File: src/rtl/tmr_pkg.sv
package tmr_pkg;
  localparam int unsigned NCH = 4;
  localparam int unsigned AW  = 5;

  // word index = addr[4:2]
  typedef enum logic [2:0] {
    W_CMP0 = 3'd0,
    W_CMP1 = 3'd1,
    W_CMP2 = 3'd2,
    W_CMP3 = 3'd3,
    W_CNT  = 3'd4,
    W_STS  = 3'd5,
    W_WDEN = 3'd6,
    W_IEN  = 3'd7
  } word_e;
endpackage

File: src/rtl/tmr_count.sv
module tmr_count #(
  parameter int unsigned CNT_W      = 32,
  parameter int unsigned LOAD_TICKS = 2
) (
  input  logic             clk_i,
  input  logic             rst_ni,
  input  logic             tick_i,
  input  logic             ld_i,
  input  logic [CNT_W-1:0] ld_val_i,
  output logic [CNT_W-1:0] cnt_o,
  output logic [CNT_W-1:0] cnt_nxt_o
);
  localparam int unsigned PW = (LOAD_TICKS > 2) ? $clog2(LOAD_TICKS) : 1;
  localparam logic [PW-1:0] LAST = PW'(LOAD_TICKS - 1);

  logic [CNT_W-1:0] cnt_q, pval_q;
  logic             pend_q;
  logic [PW-1:0]    pcnt_q;
  logic             load_now;

  assign load_now  = pend_q && (pcnt_q == LAST);
  assign cnt_nxt_o = load_now ? pval_q : cnt_q + CNT_W'(1);
  assign cnt_o     = cnt_q;

  always_ff @(posedge clk_i or negedge rst_ni) begin
    if (!rst_ni) begin
      cnt_q  <= '0;
      pval_q <= '0;
      pend_q <= 1'b0;
      pcnt_q <= '0;
    end else begin
      if (tick_i) cnt_q <= cnt_nxt_o;
      if (ld_i) begin
        pend_q <= 1'b1;
        pcnt_q <= '0;
        pval_q <= ld_val_i;
      end else if (tick_i && pend_q) begin
        if (load_now) pend_q <= 1'b0;
        else          pcnt_q <= pcnt_q + PW'(1);
      end
    end
  end

  p_hold_r2: assert property (@(posedge clk_i) disable iff (!rst_ni)
    !tick_i |=> $stable(cnt_q));
  p_step_r2: assert property (@(posedge clk_i) disable iff (!rst_ni)
    (tick_i && !load_now) |=> (cnt_q == $past(cnt_q) + CNT_W'(1)));
endmodule

File: src/rtl/tmr_chan.sv
module tmr_chan #(
  parameter int unsigned CNT_W = 32
) (
  input  logic             clk_i,
  input  logic             rst_ni,
  input  logic             tick_i,
  input  logic [CNT_W-1:0] cnt_nxt_i,
  input  logic             cmp_we_i,
  input  logic [CNT_W-1:0] wdata_i,
  input  logic             ien_i,
  input  logic             clr_i,
  output logic [CNT_W-1:0] cmp_o,
  output logic             hit_o,
  output logic             sts_o
);
  logic [CNT_W-1:0] cmp_q;
  logic             sts_q;
  logic             set;

  assign hit_o = tick_i && (cnt_nxt_i == cmp_q);
  assign set   = hit_o && ien_i;
  assign cmp_o = cmp_q;
  assign sts_o = sts_q;

  always_ff @(posedge clk_i or negedge rst_ni) begin
    if (!rst_ni) begin
      cmp_q <= '0;
      sts_q <= 1'b0;
    end else begin
      if (cmp_we_i) cmp_q <= wdata_i;
      sts_q <= set | (sts_q & ~clr_i);  // new hit beats clear
    end
  end

  p_set_r5: assert property (@(posedge clk_i) disable iff (!rst_ni)
    (hit_o && ien_i) |=> sts_q);
  p_keep_r7: assert property (@(posedge clk_i) disable iff (!rst_ni)
    (hit_o && ien_i && clr_i) |=> sts_q);
  p_no_spur_r5: assert property (@(posedge clk_i) disable iff (!rst_ni)
    (!sts_q && !(hit_o && ien_i)) |=> !sts_q);
  p_clr_r6: assert property (@(posedge clk_i) disable iff (!rst_ni)
    (sts_q && clr_i && !(hit_o && ien_i)) |=> !sts_q);
endmodule

File: src/rtl/cmp_timer_wdog.sv
module cmp_timer_wdog
  import tmr_pkg::*;
#(
  parameter int unsigned CNT_W      = 32,
  parameter int unsigned LOAD_TICKS = 2
) (
  input  logic             clk_i,
  input  logic             rst_ni,
  input  logic             tick_i,
  input  logic [AW-1:0]    addr_i,
  input  logic             we_i,
  input  logic [CNT_W-1:0] wdata_i,
  output logic [CNT_W-1:0] rdata_o,
  output logic [NCH-1:0]   irq_o,
  output logic             irq_any_o,
  output logic             wdog_rst_o
);
  logic             aligned;
  word_e            widx;
  logic [CNT_W-1:0] cnt, cnt_nxt;
  logic [CNT_W-1:0] cmp [NCH];
  logic [NCH-1:0]   hit, sts, ien_q;
  logic             wden_q, wrst_q;

  assign aligned = (addr_i[1:0] == 2'b00);
  assign widx    = word_e'(addr_i[4:2]);

  tmr_count #(.CNT_W(CNT_W), .LOAD_TICKS(LOAD_TICKS)) u_count (
    .clk_i     (clk_i),
    .rst_ni    (rst_ni),
    .tick_i    (tick_i),
    .ld_i      (we_i && aligned && widx == W_CNT),
    .ld_val_i  (wdata_i),
    .cnt_o     (cnt),
    .cnt_nxt_o (cnt_nxt)
  );

  for (genvar k = 0; k < NCH; k++) begin : g_ch
    tmr_chan #(.CNT_W(CNT_W)) u_chan (
      .clk_i     (clk_i),
      .rst_ni    (rst_ni),
      .tick_i    (tick_i),
      .cnt_nxt_i (cnt_nxt),
      .cmp_we_i  (we_i && aligned && widx == word_e'(k)),
      .wdata_i   (wdata_i),
      .ien_i     (ien_q[k]),
      .clr_i     (we_i && aligned && widx == W_STS && wdata_i[k]),
      .cmp_o     (cmp[k]),
      .hit_o     (hit[k]),
      .sts_o     (sts[k])
    );
  end

  always_ff @(posedge clk_i or negedge rst_ni) begin
    if (!rst_ni) begin
      ien_q  <= '0;
      wden_q <= 1'b0;
      wrst_q <= 1'b0;
    end else begin
      if (we_i && aligned && widx == W_IEN) ien_q <= wdata_i[NCH-1:0];
      if (we_i && aligned && widx == W_WDEN && wdata_i[0]) wden_q <= 1'b1;
      wrst_q <= wden_q && hit[3];
    end
  end

  always_comb begin
    rdata_o = '0;
    if (aligned) begin
      unique case (widx)
        W_CMP0, W_CMP1, W_CMP2, W_CMP3: rdata_o = cmp[addr_i[3:2]];
        W_CNT:  rdata_o = cnt;
        W_STS:  rdata_o[NCH-1:0] = sts;
        W_WDEN: rdata_o[0] = wden_q;
        W_IEN:  rdata_o[NCH-1:0] = ien_q;
        default: rdata_o = '0;
      endcase
    end
  end

  assign irq_o      = sts & ien_q;
  assign irq_any_o  = |irq_o;
  assign wdog_rst_o = wrst_q;

  p_wden_sticky_r9: assert property (@(posedge clk_i) disable iff (!rst_ni)
    wden_q |=> wden_q);
  p_no_rst_disarmed_r10: assert property (@(posedge clk_i) disable iff (!rst_ni)
    !wden_q |=> !wdog_rst_o);
  p_rst_after_tick_r10: assert property (@(posedge clk_i) disable iff (!rst_ni)
    wdog_rst_o |-> $past(tick_i));
  p_irq_any_r8: assert property (@(posedge clk_i) disable iff (!rst_ni)
    irq_any_o |-> (irq_o != '0));
endmodule

File: config.mk
export PLATFORM = sky130hd
export DESIGN_NAME = cmp_timer_wdog
export DESIGN_NICKNAME = d
export VERILOG_FILES = /design/src/rtl/tmr_pkg.sv /design/src/rtl/tmr_count.sv /design/src/rtl/tmr_chan.sv /design/src/rtl/cmp_timer_wdog.sv
export SDC_FILE = /design/constraint.sdc
export NUM_CORES = 1
export LEC_CHECK = 0
export ABC_CLOCK_PERIOD_IN_PS = 9500
export CAP_MARGIN = 20
export CELL_PAD_IN_SITES_DETAIL_PLACEMENT = 1
export CELL_PAD_IN_SITES_GLOBAL_PLACEMENT = 1
export CORE_AREA = 2 2 208 210
export CTS_BUF_LIST = sky130_fd_sc_hd__clkbuf_2
export CTS_CLUSTER_SIZE = 14
export DETAILED_ROUTE_END_ITERATION = 8
export DIE_AREA = 0 0 210 212
export GPL_TIMING_DRIVEN = 0
export HOLD_SLACK_MARGIN = 0.02
export PLACE_DENSITY = 0.58
export SLEW_MARGIN = 20
export SYNTH_ARGS = -nofsm -noshare
export SYNTH_HDL_FRONTEND = slang
export SYNTH_SLANG_ARGS = --single-unit
File: constraint.sdc
create_clock -name clk_i -period 9.5 [get_ports clk_i]
set_input_delay 2.375 -clock clk_i [delete_from_list [all_inputs] [get_ports clk_i]]
set_output_delay 2.375 -clock clk_i [all_outputs]
set_load 0.005 [all_outputs]
==> reports/metrics.cfg, run 1 <==
[critical_path]
critPathSlowestCell=clkbuf_1
cp-end-kind=output pin
critPathMaxStageDelay_ps=830
cp.buffers_inverters=4
cp-start-kind=input pin
path_cells=clkdlybuf4s50_1, nor2_1, and2_1, clkbuf_1, clkbuf_1, a21oi_1, nor2_1, clkdlybuf4s50_1
required_ps=7130
cp-endpoint=rdata_o[19]
reg2regPathDepth=10
startpoint=addr_i[3]
path_max_fanout=10
critPathKind=in2out
rr_startpoint=u_count.pcnt_q$_DFFE_PN0P_
cp_top_family=buffers and inverters
r2r-end=g_ch[1].u_chan.sts_o$_DFF_PN0_
cp.arrival_ps=5800
r2r_slack_ps=3180
cp_num_cells=8

[yosys]
synthCells=1525
postSynthRegisterBits=204
synth.top_cells.by_area=dfrtp_1, mux2_2, mux4_2
netlist_area_um2=14700
yosysWarnings=0
ys_types=87
synth_top_area_frac=0.347
ys_async_sr_fraction=1.00
syn_area_per_cell_um2=9.64
synth_top_area_cell=dfrtp_1
ys_seq_area_frac=0.347
ys.flop_type=dfrtp_1
synth_edf_count=0
synth_fp_nets=1567

[cts]
htree_levels=2
cts_hold_buf=0
cts_max_path_buffers=3
cts_resized=0
cts_tree=done
post-cts-setup-buffers=0
cts.reportedPaths.clkPinSlew_ps=90
numCtsBuffers=57
clock-root-buffer=clkbuf_2
clock_sinks=204
clk_latency_ps=1070

[routing]
vias=14800
drcViolationCount=0
drt_wl_total_mm=88.2
first_iter_violations=1851
first_pass_iters=5
viasPerCell=6.55
drt.antenna.violating_nets=0
wl_per_cell_um=39.1

[final_layout]
final_nets=1706
drive_gt1_frac=0.215
nFillCells=4923
finish.utilization=0.394
fin_area_um2=16700
final_cell_mix=dfrtp_1, mux2_2, nand2_1, clkbuf_2, nor2_1
layout.cells.non_filler=2254
final_common_cell=dfrtp_1
syn2layout_area_growth_pct=13.9

[die]
start_util=0.346
io_pins=79
rows=76
dieArea_um2=44500
core_um2=42500
dieWidth_um=210
fp.dieH_um=212

[sta]
grt_setup_unrepaired=no
hold_ws_ps=517
setup_tns_ps=0
hold_violations=0
fmax_mhz=122
layout_min_cycle_time_ps=8180
setup_slack_ps=1320
slew_viol_final=0
setup_violations=0
relSlewSlack=0.147
clock_skew_ps=119
worstMarginPinSlew_ps=1280
finalCritPeriodShare=0.861

[place]
gp_congestion=1.10
place.port_buffers=77
place_hpwl_mm=69.7
place_area_um2=16200
place_ws_ps=1300
numPlacedInstances=2151

[power]
power_mw=4.34
powerDensity_nw_per_um2=259
p_switching_mw=2.26
cellLeakagePower_nw=6.78
comb_power_share=0.530
internal-power_mw=2.08
switching_share=0.521
vdd_drop_max_v=0.000110
p_clk_frac=0.150
seqPwrFrac=0.320

[global_routing]
grtUsageMet1=0.543
grt_antenna_before_repair=4
grt_use_met2=0.610
grt_max_degree=95
busiest_layer=met2
gr-total-overflow=0
met3_usage=0.0771
track_usage=0.399
grt_pass1_vias=14800
grt_pass1_wl_mm=121

[min_path]
hp-class=reg2reg

[outcome]
status=finished, final reports clean

[job]
drv_cap=0

-- layer usage --
| metal | routed length [µm] | part of all wire |
|---|---|---|
| met5 | 10 | 0.00011 |
| met4 | 4770 | 0.054 |
| met3 | 7870 | 0.089 |
| met2 | 38300 | 0.43 |
| met1 | 37300 | 0.42 |
-- power groups by stage --
stage          registers, mW  clock network [mW]  logic (mW)
6_report                1.39               0.652        2.30
5_1_grt                 1.40               0.711        2.37
4_1_cts                 1.37               0.682        2.21
3_5_place_dp            1.39                   0        2.20
3_3_place_gp            1.38                   0        2.19
2_1_floorplan           1.23                   0        1.29
-- logic make-up (layout without fill, tap and decap cells) --
kind of cell,after synthesis,in the layout,synth area share
buffers and inverters,178,357,0.0507
other,0,4,0
DFF,204,204,0.347
adders and majority gates,2,2,0.00153
xor gates and xnor gates,132,132,0.0787
AOI/OAI and AO/OA,339,339,0.163
muxes,214,214,0.188
and+or+nand+nor,456,456,0.171
-- how the worst min path moves through the flow --
stage,from,end,cells past startpoint
2_1_floorplan,wden_q$_DFFE_PN0P_,wden_q$_DFFE_PN0P_,1
6_report,u_count.pval_q[8]$_DFFE_PN0P_,u_count.pval_q[8]$_DFFE_PN0P_,1
5_1_grt,u_count.pval_q[22]$_DFFE_PN0P_,u_count.pval_q[22]$_DFFE_PN0P_,1
3_3_place_gp,u_count.pval_q[8]$_DFFE_PN0P_,u_count.pval_q[8]$_DFFE_PN0P_,1
4_1_cts,u_count.pval_q[8]$_DFFE_PN0P_,u_count.pval_q[8]$_DFFE_PN0P_,1
3_5_place_dp,u_count.pval_q[8]$_DFFE_PN0P_,u_count.pval_q[8]$_DFFE_PN0P_,1
-- sequential cells by signal, summed over array words and instances, names as in the netlist, 4 cells and up --
| signal | cells |
|---|---|
| g_ch.u_chan.cmp_o | 128 |
| ien_q | 4 |
| u_count.cnt_o | 32 |
| u_count.pval_q | 32 |
| g_ch.u_chan.sts_o | 4 |
-- synthesized netlist by cell type, types with 30 or more instances --
library cell / number
buf_1: 30
a21oi_1: 69
nor2_1: 85
xor2_1: 57
o21ai_0: 57
dfrtp_1: 204
xnor2_1: 75
inv_1: 43
clkbuf_1: 75
nand2_1: 94
mux4_2: 33
nor2b_1: 40
nand4_1: 36
nand3_1: 36
mux2_2: 171
-- area by class of cell --
class / count / area [µm²] / area share
timing repair buffer: 80 / 846 / 0.0505
antenna: 4 / 10.0 / 0.000598
clock buffer: 84 / 420 / 0.0251
inverter: 43 / 161 / 0.00964
multi-input combinational: 1143 / 8860 / 0.529
sequential: 204 / 5100 / 0.305
tap: 546 / 683 / 0.0408
clock inverter: 15 / 66.3 / 0.00396
buffer: 135 / 593 / 0.0354
Note: power is estimated with default switching activity, not from simulation.
==> run 2: changes to the inputs <==
--- a/config.mk
+++ b/config.mk
@@ -9,11 +9,11 @@
 export CAP_MARGIN = 20
 export CELL_PAD_IN_SITES_DETAIL_PLACEMENT = 1
 export CELL_PAD_IN_SITES_GLOBAL_PLACEMENT = 1
-export CORE_AREA = 2 2 208 210
+export CORE_AREA = 4 4 210 212
 export CTS_BUF_LIST = sky130_fd_sc_hd__clkbuf_2
 export CTS_CLUSTER_SIZE = 14
 export DETAILED_ROUTE_END_ITERATION = 8
-export DIE_AREA = 0 0 210 212
+export DIE_AREA = 0 0 214 216
 export GPL_TIMING_DRIVEN = 0
 export HOLD_SLACK_MARGIN = 0.02
 export PLACE_DENSITY = 0.58
==> run 2 against run 1 <==
Compared with the run above:
- first-iteration DRC count fell by 14%
- critical endpoint is now rdata_o[30]
- fmax fell by 1.0%
- clock skew fell by 20 ps
- critical path type unchanged
- sequential share of layout area barely moved
- largest power group unchanged
- sequential power barely moved
- wire length fell by 2.7%
- register-to-register slack improved by 350 ps
==> reports/metrics.cfg, run 2 (synthesized netlist as in run 1, its figures left out) <==
[cts]
cts.reportedPaths.clkPinSlew_ps=90
clk_latency_ps=1030
clock_sinks=204
cts_tree=done
numCtsBuffers=57
clock-root-buffer=clkbuf_2
post-cts-setup-buffers=0
cts_resized=0
cts_hold_buf=0
cts_max_path_buffers=3
htree_levels=2

[sta]
setup_tns_ps=0
hold_violations=0
setup_violations=0
layout_min_cycle_time_ps=8260
relSlewSlack=0.236
worstMarginPinSlew_ps=1150
clock_skew_ps=98.7
finalCritPeriodShare=0.870
fmax_mhz=121
grt_setup_unrepaired=no
slew_viol_final=0

[critical_path]
required_ps=7130
critPathKind=in2out
rr_startpoint=u_count.pcnt_q$_DFFE_PN0P_
cp-start-kind=input pin
path_cells=clkdlybuf4s50_1, nor2_1, and2_1, clkbuf_1, clkbuf_1, a21oi_1, nor2_1, clkdlybuf4s50_1
cp_num_cells=8
path_max_fanout=10
cp-endpoint=rdata_o[30]
cp.buffers_inverters=4
cp_top_family=buffers and inverters
startpoint=addr_i[3]
cp.arrival_ps=5890
r2r_slack_ps=3530
r2r-end=g_ch[3].u_chan.sts_o$_DFF_PN0_
reg2regPathDepth=9
critPathSlowestCell=clkbuf_1
critPathMaxStageDelay_ps=800
cp-end-kind=output pin

[routing]
drt_wl_total_mm=85.9
drcViolationCount=0
first_iter_violations=1598
viasPerCell=6.53
wl_per_cell_um=38.2
drt.antenna.violating_nets=0
vias=14700
first_pass_iters=5

[power]
vdd_drop_max_v=0.000128
cellLeakagePower_nw=6.78
powerDensity_nw_per_um2=258
power_mw=4.32

[final_layout]
final_cell_mix=dfrtp_1, mux2_2, nand2_1, clkbuf_2, nor2_1
syn2layout_area_growth_pct=13.9
largest_reg_flops=128
final_nets=1706
nFillCells=4887
fin_area_um2=16700
final_common_cell=dfrtp_1
drive_gt1_frac=0.213
finish.utilization=0.399
layout.cells.non_filler=2250

[place]
numPlacedInstances=2144
place_area_um2=16200
place_hpwl_mm=67.9
gp_congestion=1.06
place.port_buffers=77

[die]
dieWidth_um=214
start_util=0.350
rows=75
io_pins=79
dieArea_um2=46200
core_um2=41900
fp.dieH_um=216

[global_routing]
gr-total-overflow=0
grt_antenna_before_repair=5
grtUsageMet1=0.491
grt_max_degree=87
grt_pass1_wl_mm=119
track_usage=0.362
grt_use_met2=0.553
met3_usage=0.0883
grt_pass1_vias=14600
busiest_layer=met2

[job]
drv_cap=0

[min_path]
hp-class=reg2reg

[outcome]
status=finished, final reports clean

==> run 2: worst register-to-register path, stage by stage, from the launching register on <==
cell and delay, ps:
dfrtp_1 410, nand2_1 150, buf_2 430, clkbuf_1 760, clkbuf_1 920, clkbuf_1 700, clkbuf_1 890, clkbuf_1 860
a21oi_1 410, a41o_1 350
==> run 2: area by class of cell <==
| cell class | count | area (µm²) | share of cell area |
|---|---|---|---|
| Clock inverter | 14 | 53.8 | 0.00321 |
| Sequential cell | 204 | 5100 | 0.305 |
| Buffer | 135 | 589 | 0.0352 |
| Clock buffer | 88 | 440 | 0.0263 |
| Multi-Input combinational cell | 1143 | 8860 | 0.529 |
| Timing Repair Buffer | 80 | 846 | 0.0505 |
| Inverter | 43 | 161 | 0.00964 |
| Antenna cell | 4 | 10.0 | 0.000598 |
| Tap cell | 539 | 674 | 0.0403 |
==> run 2: worst min-delay path by stage <==
stage,from,end,slack (ps),cells after the start
floorplan,wden_q$_DFFE_PN0P_,wden_q$_DFFE_PN0P_,450,1
global placement,u_count.pval_q[8]$_DFFE_PN0P_,u_count.pval_q[8]$_DFFE_PN0P_,500,1
detailed placement,u_count.pval_q[8]$_DFFE_PN0P_,u_count.pval_q[8]$_DFFE_PN0P_,510,1
CTS,u_count.pval_q[8]$_DFFE_PN0P_,u_count.pval_q[8]$_DFFE_PN0P_,530,1
global route,u_count.pval_q[8]$_DFFE_PN0P_,u_count.pval_q[8]$_DFFE_PN0P_,540,1
finish,u_count.pval_q[8]$_DFFE_PN0P_,u_count.pval_q[8]$_DFFE_PN0P_,520,1
==> run 2: metal layers <==
layer	part of all wire	vias to the layer above
li1	-	5990
met3	0.092	194
met5	0.00028	-
met2	0.44	834
met1	0.42	7668
met4	0.051	4
==> run 2: power by group <==
part	switching (mW)	leakage, nW	internal, mW
clock network	0.412	0.393	0.244
registers	0.325	2.59	1.07
logic	1.50	3.80	0.775
==> run 2: stage by stage <==
stage               setup WS, ps  hold WS [ps]
global placement           -3190           495
global route                1160           537
floorplan                   2990           451
detailed placement          1310           507
finish                      1240           524
CTS                         1290           529
==> run 3: changes to the inputs <==
--- a/config.mk
+++ b/config.mk
@@ -5,18 +5,20 @@
 export SDC_FILE = /design/constraint.sdc
 export NUM_CORES = 1
 export LEC_CHECK = 0
+export ABC_AREA = 1
 export ABC_CLOCK_PERIOD_IN_PS = 9500
 export CAP_MARGIN = 20
 export CELL_PAD_IN_SITES_DETAIL_PLACEMENT = 1
 export CELL_PAD_IN_SITES_GLOBAL_PLACEMENT = 1
-export CORE_AREA = 4 4 210 212
+export CORE_AREA = 4 4 196 198
 export CTS_BUF_LIST = sky130_fd_sc_hd__clkbuf_2
 export CTS_CLUSTER_SIZE = 14
 export DETAILED_ROUTE_END_ITERATION = 8
-export DIE_AREA = 0 0 214 216
+export DIE_AREA = 0 0 200 202
 export GPL_TIMING_DRIVEN = 0
 export HOLD_SLACK_MARGIN = 0.02
-export PLACE_DENSITY = 0.58
+export PLACE_DENSITY = 0.63
+export RECOVER_POWER = 50
 export SLEW_MARGIN = 20
 export SYNTH_ARGS = -nofsm -noshare
 export SYNTH_HDL_FRONTEND = slang
==> run 3 against run 2 <==
Compared with the run above:
- the flow now finishes with violations (capacitance limit, slew limit)
- sequential share of layout area increased by 4.3 points
- sequential cell count unchanged
- critical path depth unchanged
- synthesized cell count increased by 23%
- register-to-register slack improved by 2600 ps
- via count decreased by 6.7%
- cell count increased by 13%
- clock-buffer cell count decreased by 3
- largest cell class unchanged
- first-iteration DRC count decreased by 34%
- sequential power decreased by 7%
- power decreased by 22%
==> reports/metrics.cfg, run 3 <==
[final_layout]
nFillCells=4796
final_cell_mix=nand2_1, o21ai_0, inv_1, dfrtp_1, nand3_1
final_common_cell=nand2_1
finish.utilization=0.401
drive_gt1_frac=0.0927
fin_area_um2=14700
layout.cells.non_filler=2536
syn2layout_area_growth_pct=15.3
final_nets=2061
largest_reg_flops=128

[sta]
worstMarginPinSlew_ps=3810
clock_skew_ps=149
slew_viol_final=120
setup_violations=0
grt_setup_unrepaired=no
setup_tns_ps=0
setup_slack_ps=1450
hold_ws_ps=497
fmax_mhz=124
hold_violations=0
finalCritPeriodShare=0.847
relSlewSlack=-1.54
layout_min_cycle_time_ps=8050

[yosys]
synth.top_cells.by_area=dfrtp_1, nand2_1, o21ai_0
synth_top_area_cell=dfrtp_1
synth_most_common_cell=nand2_1
syn_area_per_cell_um2=6.78
ys_types=41
synth_fp_nets=1918
synth_top_area_frac=0.401
ys_seq_area_frac=0.401
ys_async_sr_fraction=1.00
postSynthRegisterBits=204
synth_edf_count=0
netlist_area_um2=12700
yosysWarnings=0
synthTopCellsByCount=nand2_1, o21ai_0, inv_1, dfrtp_1, nand3_1
synthCells=1876
ys.flop_type=dfrtp_1

[power]
p_switching_mw=1.63
cellLeakagePower_nw=6.99
internal-power_mw=1.74
comb_power_share=0.407
powerDensity_nw_per_um2=230
p_clk_frac=0.212
seqPwrFrac=0.381
vdd_drop_max_v=0.0000906
switching_share=0.483
power_mw=3.38

[cts]
cts.reportedPaths.clkPinSlew_ps=100
htree_levels=2
cts_max_path_buffers=3
numCtsBuffers=61
post-cts-setup-buffers=0
cts_resized=0
clock_sinks=204
cts_hold_buf=0
clock-root-buffer=clkbuf_2
cts_tree=done
clk_latency_ps=1190

[routing]
first_iter_violations=1052
wl_per_cell_um=24.2
vias=13700
drt.antenna.violating_nets=0
drt_wl_total_mm=61.5
drcViolationCount=0
first_pass_iters=5
viasPerCell=5.41

[global_routing]
gr-total-overflow=0
grt_max_degree=88
grt_antenna_before_repair=5
grt_pass1_wl_mm=90.5
track_usage=0.304
grt_pass1_vias=14000

[critical_path]
critPathKind=in2out
cp.arrival_ps=5670
path_max_fanout=10
cp-start-kind=input pin
required_ps=7130
cp-end-kind=output pin

[die]
dieArea_um2=40400
start_util=0.348
dieWidth_um=200
rows=70
io_pins=79
fp.dieH_um=202
core_um2=36500

[place]
place.port_buffers=78
place_area_um2=14200
numPlacedInstances=2424
place_hpwl_mm=46.4
place_ws_ps=1550
gp_congestion=0.951

[job]
drv_cap=2

[min_path]
hp-class=reg2reg

[outcome]
status=finished with violations
violations=capacitance limit, slew limit

==> run 3: area by class of cell <==
type,instances,area [µm²],area share
Antenna cell,7,17.5,0.00119
Timing Repair Buffer,80,806,0.0550
Sequential cell,204,5100,0.348
Clock buffer,85,425,0.0290
Buffer,64,278,0.0189
Clock inverter,20,110,0.00751
Inverter,218,818,0.0558
Multi-Input combinational cell,1390,6520,0.444
Tap cell,468,586,0.0399
==> run 3: layer usage <==
metal	routed length [µm]	GRT usage	vias to the layer above
met5	20	0	-
met2	27500	0.467	453
li1	-	-	6366
met4	2270	0.110	2
met3	3800	0.0587	119
met1	27900	0.425	6769
==> run 3: critical path, cell delays in order <==
cell	delay, ps
dlygate4sd3_1	590
nand2_1	560
clkinv_1	780
nand2_1	190
o21ai_0	100
o21ai_0	350
a21oi_1	200
clkdlybuf4s50_1	500
==> run 3: kinds of logic (layout without fill, tap and decap cells) <==
kind of cell             Yosys count  in the layout  synth area share
other                              0              7                 0
AND/OR/NAND/NOR                 1000           1000             0.342
adder cells (fa/ha/maj)            1              1          0.000983
AO/OA/AOI/OAI                    365            365             0.153
XOR/XNOR                          24             24            0.0165
buffers and inverters            282            467            0.0862
flip-flops                       204            204             0.401
==> run 3: worst paths after layout <==
| path | start | end | slack, ps | cells past startpoint |
|---|---|---|---|---|
| max | addr_i[3] | rdata_o[28] | 1450 | 8 |
| max in group asynchronous | rst_ni | g_ch[1].u_chan.cmp_o[30]$_DFFE_PN0P_ | 2530 | 2 |
| min | u_count.pval_q[18]$_DFFE_PN0P_ | u_count.pval_q[18]$_DFFE_PN0P_ | 500 | 2 |
| min reg2reg | u_count.pval_q[18]$_DFFE_PN0P_ | u_count.pval_q[18]$_DFFE_PN0P_ | 500 | 2 |
| max reg2reg | u_count.pcnt_q$_DFFE_PN0P_ | g_ch[3].u_chan.sts_o$_DFF_PN0_ | 6170 | 11 |
| min in group asynchronous | rst_ni | g_ch[1].u_chan.cmp_o[10]$_DFFE_PN0P_ | 2240 | 1 |
==> run 3: power by group through the flow <==
stage	registers [mW]	logic, mW	clock network (mW)
after floorplan	1.21	0.896	0
after global placement	1.29	1.32	0
after detailed placement	1.29	1.36	0
after CTS	1.28	1.36	0.735
after global routing	1.31	1.53	0.781
final	1.29	1.37	0.716
